===== src/rtl/ufetch_pkg.sv =====
package ufetch_pkg;

  // Number of tag bits stored beside each instruction.
  localparam int TAG_W = 2;

  // Next-address selection from control to datapath; exactly one select is set.
  typedef struct packed {
    logic writeRam;  // store write this cycle
    logic toZero;    // load mode: park at address 0
    logic redirect;  // take resolved target from execute
    logic refetch;   // read current PC again
    logic jump;      // predicted taken: use target field
    logic advance;   // sequential PC + 1
  } fetchStb_t;

endpackage


===== src/rtl/ufetch_ctrl.sv =====
module ufetch_ctrl
  import ufetch_pkg::*;
(
  input  logic      clk,
  input  logic      rstN,
  input  logic      loadMode,
  input  logic      wrEn,
  input  logic      exRedirect,
  input  logic      exStall,
  input  logic      predTaken,
  output fetchStb_t stb,
  output logic      validQ,
  output logic      validOut
);

  always_comb begin
    stb          = '0;
    stb.writeRam = loadMode & wrEn;
    if (loadMode)                 stb.toZero   = 1'b1;
    else if (exRedirect)          stb.redirect = 1'b1;
    else if (exStall || !validQ)  stb.refetch  = 1'b1;
    else if (predTaken)           stb.jump     = 1'b1;
    else                          stb.advance  = 1'b1;
  end

  always_ff @(posedge clk or negedge rstN) begin
    if (!rstN) validQ <= 1'b0;
    else       validQ <= !loadMode;
  end

  // A wrong-path word is killed in the cycle the redirect arrives.
  assign validOut = validQ & ~exRedirect & ~loadMode;

  // load mode leaves no valid word behind on the next cycle.
  a_r9_load_idles: assert property (@(posedge clk) disable iff (!rstN)
    loadMode |=> !validQ);

  // exactly one next-address select every cycle.
  a_r7_one_select: assert property (@(posedge clk) disable iff (!rstN)
    $countones({stb.toZero, stb.redirect, stb.refetch, stb.jump, stb.advance}) == 1);

endmodule


===== src/rtl/ufetch_dpath.sv =====
module ufetch_dpath
  import ufetch_pkg::*;
#(
  parameter int ADDR_W  = 6,
  parameter int INSTR_W = 32,
  parameter int TGT_LSB = 0
) (
  input  logic               clk,
  input  logic               rstN,
  input  logic               loadMode,
  input  fetchStb_t          stb,
  input  logic [ADDR_W-1:0]  wrAddr,
  input  logic [INSTR_W-1:0] wrInstr,
  input  logic               wrBranch,
  input  logic               wrPredTaken,
  input  logic [ADDR_W-1:0]  exTarget,
  output logic               predTaken,
  output logic [ADDR_W-1:0]  pcQ,
  output logic [INSTR_W-1:0] wordOut,
  output logic               branchOut,
  output logic               predOut
);

  localparam int DEPTH   = 1 << ADDR_W;
  localparam int ENTRY_W = INSTR_W + TAG_W;

  logic [ENTRY_W-1:0] mem [DEPTH];
  logic [ENTRY_W-1:0] ramQ;
  logic [ADDR_W-1:0]  rdAddr;
  logic [ADDR_W-1:0]  tgtField;

  assign tgtField  = ramQ[TGT_LSB +: ADDR_W];
  assign wordOut   = ramQ[INSTR_W-1:0];
  assign branchOut = ramQ[INSTR_W+1];
  assign predOut   = ramQ[INSTR_W];
  assign predTaken = branchOut & predOut;

  always_comb begin
    rdAddr = pcQ + ADDR_W'(1);
    if (stb.toZero)        rdAddr = '0;
    else if (stb.redirect) rdAddr = exTarget;
    else if (stb.refetch)  rdAddr = pcQ;
    else if (stb.jump)     rdAddr = tgtField;
  end

  // Synchronous store: write and registered read.
  always_ff @(posedge clk) begin
    if (stb.writeRam) mem[wrAddr] <= {wrBranch, wrPredTaken, wrInstr};
    ramQ <= mem[rdAddr];
  end

  always_ff @(posedge clk or negedge rstN) begin
    if (!rstN) pcQ <= '0;
    else       pcQ <= rdAddr;
  end

  // the store is only written in load mode.
  a_r8_write_in_load: assert property (@(posedge clk) disable iff (!rstN)
    stb.writeRam |-> loadMode);

  // a redirect lands on the resolved target.
  a_r5_redirect_lands: assert property (@(posedge clk) disable iff (!rstN)
    stb.redirect |=> pcQ == $past(exTarget));

  // a predicted-taken word steers fetch to its target field.
  a_r4_jump_lands: assert property (@(posedge clk) disable iff (!rstN)
    stb.jump |=> pcQ == $past(tgtField));

  // sequential advance moves by one.
  a_r3_advance_by_one: assert property (@(posedge clk) disable iff (!rstN)
    stb.advance |=> pcQ == ADDR_W'($past(pcQ) + ADDR_W'(1)));

endmodule


===== src/rtl/ucode_fetch.sv =====
module ucode_fetch
  import ufetch_pkg::*;
#(
  parameter int ADDR_W  = 6,
  parameter int INSTR_W = 32,
  parameter int TGT_LSB = 0
) (
  input  logic               clk,
  input  logic               rstN,
  input  logic               loadMode,
  input  logic               wrEn,
  input  logic [ADDR_W-1:0]  wrAddr,
  input  logic [INSTR_W-1:0] wrInstr,
  input  logic               wrBranch,
  input  logic               wrPredTaken,
  input  logic               exRedirect,
  input  logic [ADDR_W-1:0]  exTarget,
  input  logic               exStall,
  output logic               instrValid,
  output logic [INSTR_W-1:0] instrWord,
  output logic [ADDR_W-1:0]  instrPc,
  output logic               instrBranch,
  output logic               instrPredTaken
);

  fetchStb_t stb;
  logic      predTaken;
  logic      validQ;

  ufetch_ctrl u_ctrl (
    .clk        (clk),
    .rstN       (rstN),
    .loadMode   (loadMode),
    .wrEn       (wrEn),
    .exRedirect (exRedirect),
    .exStall    (exStall),
    .predTaken  (predTaken),
    .stb        (stb),
    .validQ     (validQ),
    .validOut   (instrValid)
  );

  ufetch_dpath #(
    .ADDR_W  (ADDR_W),
    .INSTR_W (INSTR_W),
    .TGT_LSB (TGT_LSB)
  ) u_dpath (
    .clk         (clk),
    .rstN        (rstN),
    .loadMode    (loadMode),
    .stb         (stb),
    .wrAddr      (wrAddr),
    .wrInstr     (wrInstr),
    .wrBranch    (wrBranch),
    .wrPredTaken (wrPredTaken),
    .exTarget    (exTarget),
    .predTaken   (predTaken),
    .pcQ         (instrPc),
    .wordOut     (instrWord),
    .branchOut   (instrBranch),
    .predOut     (instrPredTaken)
  );

  // a stall on a valid word repeats the same PC and word.
  a_r6_stall_repeats: assert property (@(posedge clk) disable iff (!rstN)
    (exStall && !exRedirect && !loadMode && validQ)
      |=> (instrPc == $past(instrPc)) && (instrWord == $past(instrWord)));

endmodule


===== config.mk =====
export PLATFORM = sky130hd
export DESIGN_NAME = ucode_fetch
export DESIGN_NICKNAME = d
export VERILOG_FILES = /design/src/rtl/ufetch_pkg.sv /design/src/rtl/ufetch_ctrl.sv /design/src/rtl/ufetch_dpath.sv /design/src/rtl/ucode_fetch.sv
export SDC_FILE = /design/constraint.sdc
export NUM_CORES = 2
export LEC_CHECK = 0
export BUFFER_PORTS_ARGS = -buffer_cell sky130_fd_sc_hd__buf_2
export CAP_MARGIN = 40
export CORE_MARGIN = 2
export CORE_UTILIZATION = 55
export CTS_CLUSTER_SIZE = 24
export DETAILED_ROUTE_END_ITERATION = 7
export PLACE_DENSITY_LB_ADDON = 0.15
export REMOVE_ABC_BUFFERS = 1
export SYNTH_ARGS = -nofsm -noshare
export SYNTH_HDL_FRONTEND = slang
export SYNTH_SLANG_ARGS = --single-unit
export TNS_END_PERCENT = 5

===== constraint.sdc =====
create_clock -name clk -period 3.2 [get_ports clk]
set_input_delay 0.64 -clock clk [delete_from_list [all_inputs] [get_ports clk]]
set_output_delay 0.64 -clock clk [all_outputs]
set_load 0.02 [all_outputs]

==> flow_summary.json <==
{
  "clock_tree.htree_level_count": 4,
  "instances_no_fill": 9314,
  "clock_pin_slew_reported_for_the_worst_setup_and_hold_paths_after_clock_tree_synthesis_ns": 0.06,
  "io_pins": 93,
  "drt_pass1_iterations": 7,
  "asyncSetResetFlopFracSynth_pct": 0.316,
  "antenna_violating_nets_post_route": 0,
  "syn_std_cell_area_mm2": 0.0870,
  "dominantRegCellSynth": "sky130_fd_sc_hd__edfxtp_1",
  "cts.path.max_buffers": 3,
  "worst_ep_arrival_time_ns": 4.07,
  "cp-end-kind": "flop",
  "grt_max_degree": 72,
  "fin_total_pwr_w": 0.0634,
  "layout_min_cycle_time_ns": 3.33,
  "place.gp.congestion": 0.930,
  "finish.net_count": 7115,
  "synth.top_cells.by_area": "sky130_fd_sc_hd__edfxtp_1, sky130_fd_sc_hd__nand2_1, sky130_fd_sc_hd__nand3_1, sky130_fd_sc_hd__and3_1, sky130_fd_sc_hd__a31oi_1",
  "critPathMaxFanout": 45,
  "synth.cells.most_frequent": "sky130_fd_sc_hd__edfxtp_1, sky130_fd_sc_hd__nand2_1, sky130_fd_sc_hd__nand3_1",
  "grt_first_pass_wirelength_mm": 413,
  "worstHoldPathType": "primary input to flop",
  "p_leak_nw": 36.4,
  "hold_violations": 0,
  "via_count": 61100,
  "drv_cap": 0,
  "chipHeight_um": 402,
  "area_delta_synth_final_pct": 19.5,
  "via_per_instance_ratio": 6.56,
  "worstHoldStart": "wrInstr[26]",
  "avgRoutedWirePerCell_um": 31.5,
  "crit_path_start": "u_dpath.ramQ[33]",
  "wirelength_mm": 293,
  "fp.dieArea_mm2": 0.161,
  "synth_seq_area_share_pct": 76.1,
  "synth_top_cell_area_share_pct": 75.1,
  "first_global_vias": 57000,
  "hpwl_mm": 177,
  "numClockSinks": 2217,
  "clock.fmax_mhz": 300,
  "core_area_mm2": 0.157,
  "violations": "setup timing",
  "setup_violations": 20,
  "finalCritPeriodShare_pct": 104,
  "power.ir.vdd_worst_mv": 0.554,
  "number_of_antenna_violations_at_the_first_check_in_global_routing": 24,
  "numPlacedInstances": 8879,
  "ys_warn_count": 0,
  "grt_setup_unrepaired": "true",
  "fp-row-count": 145,
  "startpoint_type": "flop",
  "die_x_um": 402,
  "synth_largest_area_cell": "sky130_fd_sc_hd__edfxtp_1",
  "r2r-start": "u_dpath.ramQ[33]",
  "timing.setup.critical_path_class": "flop to flop",
  "post-synth-top-count-cell": "sky130_fd_sc_hd__edfxtp_1",
  "worstMarginPinSlew_ns": 0.835,
  "finalCoreUtilization_pct": 66.3,
  "result_of_the_run": "complete, but fails checks",
  "ys_types": 69,
  "worstSkewPairLatency_ns": 0.87,
  "syn-mean-instance-area_um2": 13.5,
  "power_per_cell_area_mw_per_mm2": 609,
  "required_ns": 3.94,
  "tritoncts": "done",
  "final.setup.worst_slack_ns": -0.128,
  "numCtsBuffers": 213,
  "drive_gt1_share_pct": 18.8,
  "netlist_instances": 6433,
  "fin_skew_ns": 0.0284,
  "synth.ff_latch_count": 2217,
  "initial_util_pct": 55.5,
  "grt_overflow": 0,
  "synth_edf_count": 2176,
  "cts_root_buf": "sky130_fd_sc_hd__clkbuf_16",
  "pins_over_slew_limit": 0,
  "grt.total_usage_pct": 35.8,
  "io_buffer_count": 92,
  "initialDrtViolationCount": 10600,
  "route.detailed.drc": 0,
  "slew_headroom_pct": 44.4
}
placed cells by master (no fill, tap or decap), types with 7 or more instances in the layout:
cell type	synthesis	routed
sky130_fd_sc_hd__o22ai_1	101	83
sky130_fd_sc_hd__nor2_4	1	65
sky130_fd_sc_hd__a211oi_2	2	10
sky130_fd_sc_hd__or3_1	7	7
sky130_fd_sc_hd__bufinv_16	0	10
sky130_fd_sc_hd__mux2i_1	24	23
sky130_fd_sc_hd__diode_2	0	7
sky130_fd_sc_hd__edfxtp_1	2176	2176
sky130_fd_sc_hd__buf_2	197	93
sky130_fd_sc_hd__nand3_1	529	526
sky130_fd_sc_hd__o21ai_0	22	20
sky130_fd_sc_hd__nor3_1	25	21
sky130_fd_sc_hd__clkbuf_8	0	16
sky130_fd_sc_hd__o22ai_2	0	15
sky130_fd_sc_hd__a21oi_2	3	13
sky130_fd_sc_hd__or4_1	32	30
sky130_fd_sc_hd__nor4_2	0	7
sky130_fd_sc_hd__nor4_1	63	55
sky130_fd_sc_hd__clkbuf_1	161	58
sky130_fd_sc_hd__nand2_1	1803	1796
sky130_fd_sc_hd__buf_6	20	21
sky130_fd_sc_hd__a21oi_1	239	226
sky130_fd_sc_hd__nand4_1	8	8
sky130_fd_sc_hd__clkbuf_16	0	215
sky130_fd_sc_hd__dfxtp_1	34	32
sky130_fd_sc_hd__a22oi_1	17	16
sky130_fd_sc_hd__clkinv_2	0	43
sky130_fd_sc_hd__a221oi_1	25	22
sky130_fd_sc_hd__buf_12	0	172
sky130_fd_sc_hd__a211oi_1	138	130
sky130_fd_sc_hd__buf_4	34	572
sky130_fd_sc_hd__and3_1	243	242
sky130_fd_sc_hd__a31oi_1	224	209
sky130_fd_sc_hd__dfrtp_1	7	7
sky130_fd_sc_hd__a311oi_1	80	74
sky130_fd_sc_hd__clkinv_1	0	45
sky130_fd_sc_hd__a31oi_2	0	11
sky130_fd_sc_hd__nor2_1	82	13
critical path, cell delays in order, from the launching register on:
cell and delay (ns):
sky130_fd_sc_hd__dfxtp_2 0.43, sky130_fd_sc_hd__buf_4 0.16, sky130_fd_sc_hd__a21oi_1 0.08, sky130_fd_sc_hd__a311oi_1 0.32, sky130_fd_sc_hd__o21a_4 0.27, sky130_fd_sc_hd__buf_4 0.26
sky130_fd_sc_hd__buf_4 0.24, sky130_fd_sc_hd__buf_12 0.26, sky130_fd_sc_hd__nand3_1 0.10, sky130_fd_sc_hd__a21oi_1 0.43, sky130_fd_sc_hd__nor4_1 0.12, sky130_fd_sc_hd__or4_1 0.50
cell type report:
cell class,instances,area (um2)
Multi-Input combinational cell,3754,19700
Timing Repair Buffer,868,8660
Clock buffer,289,5820
Clock inverter,113,933
Tap cell,2058,2570
Antenna cell,7,17.5
Fill cell,11100,52700
Sequential cell,2217,66200
Inverter,8,62.6
worst paths after layout:
path | to | slack [ns] | cells past startpoint
worst max-delay path | u_dpath.ramQ[30] | -0.13 | 11
worst min register to register | u_dpath.ramQ[15] | 0.78 | 5
max in group asynchronous | u_dpath.pcQ[0] | 2.62 | 2
min in group asynchronous | u_dpath.pcQ[3] | 0.42 | 2
worst max register to register | u_dpath.ramQ[30] | -0.13 | 11
worst min-delay path | u_dpath.mem[38][26] | 0.10 | 1
through the flow:
stage / setup TNS [ns] / hold slack, ns / cell area, um2 / setup WS (ns)
3_3_place_gp: -10.24 / 0.490 / 95600 / -0.871
4_1_cts: -0.708 / 0.0551 / 104000 / -0.0756
2_1_floorplan: -1000.60 / 0.344 / 84800 / -27.99
6_report: -1.11 / 0.101 / 104000 / -0.128
3_5_place_dp: -11.20 / 0.491 / 96200 / -0.594
5_1_grt: -2.75 / 0.101 / 104000 / -0.175
where the power goes:
group / total, W / switching [W] / internal, W
registers: 0.0323 / 0.000229 / 0.0321
clock network: 0.0246 / 0.0110 / 0.0136
logic: 0.00648 / 0.00414 / 0.00235
cell families after synthesis:
logic type / after synthesis / synth area share (%)
adder cells (fa/ha/maj): 1 / 0.0144
multiplexers: 24 / 0.276
flip-flops: 2217 / 76.1
AO/OA/AOI/OAI: 910 / 6.89
AND/OR/NAND/NOR: 2819 / 14.1
buffers and inverters: 462 / 2.60
timing repair:
item	in CTS	in global routing
cloned	1	0
pin swaps	28	15
hold buffers	1	0
endpoints found under the hold margin	7	0
gates resized for setup	109	48
buffers inserted	24	1
endpoints found under the setup margin	33	34
flip-flops by register name, summed over array words and instances (netlist names):
signal         count
u_ctrl.validQ      1
u_dpath.ramQ      34
u_dpath.mem     2176
u_dpath.pcQ        6
routing by layer:
layer  wire [um]  share of wire, %  vias to the layer above  global-route usage (%)
met5         310              0.11                        -                   0.684
met4       13500               4.6                       28                    15.0
met3       41200                14                      775                    9.24
met2      128000                44                     4517                    52.5
met1      110000                37                    30400                    51.3
li1            -                 -                    25400                       -
Note: power is estimated with default switching activity, not from simulation.
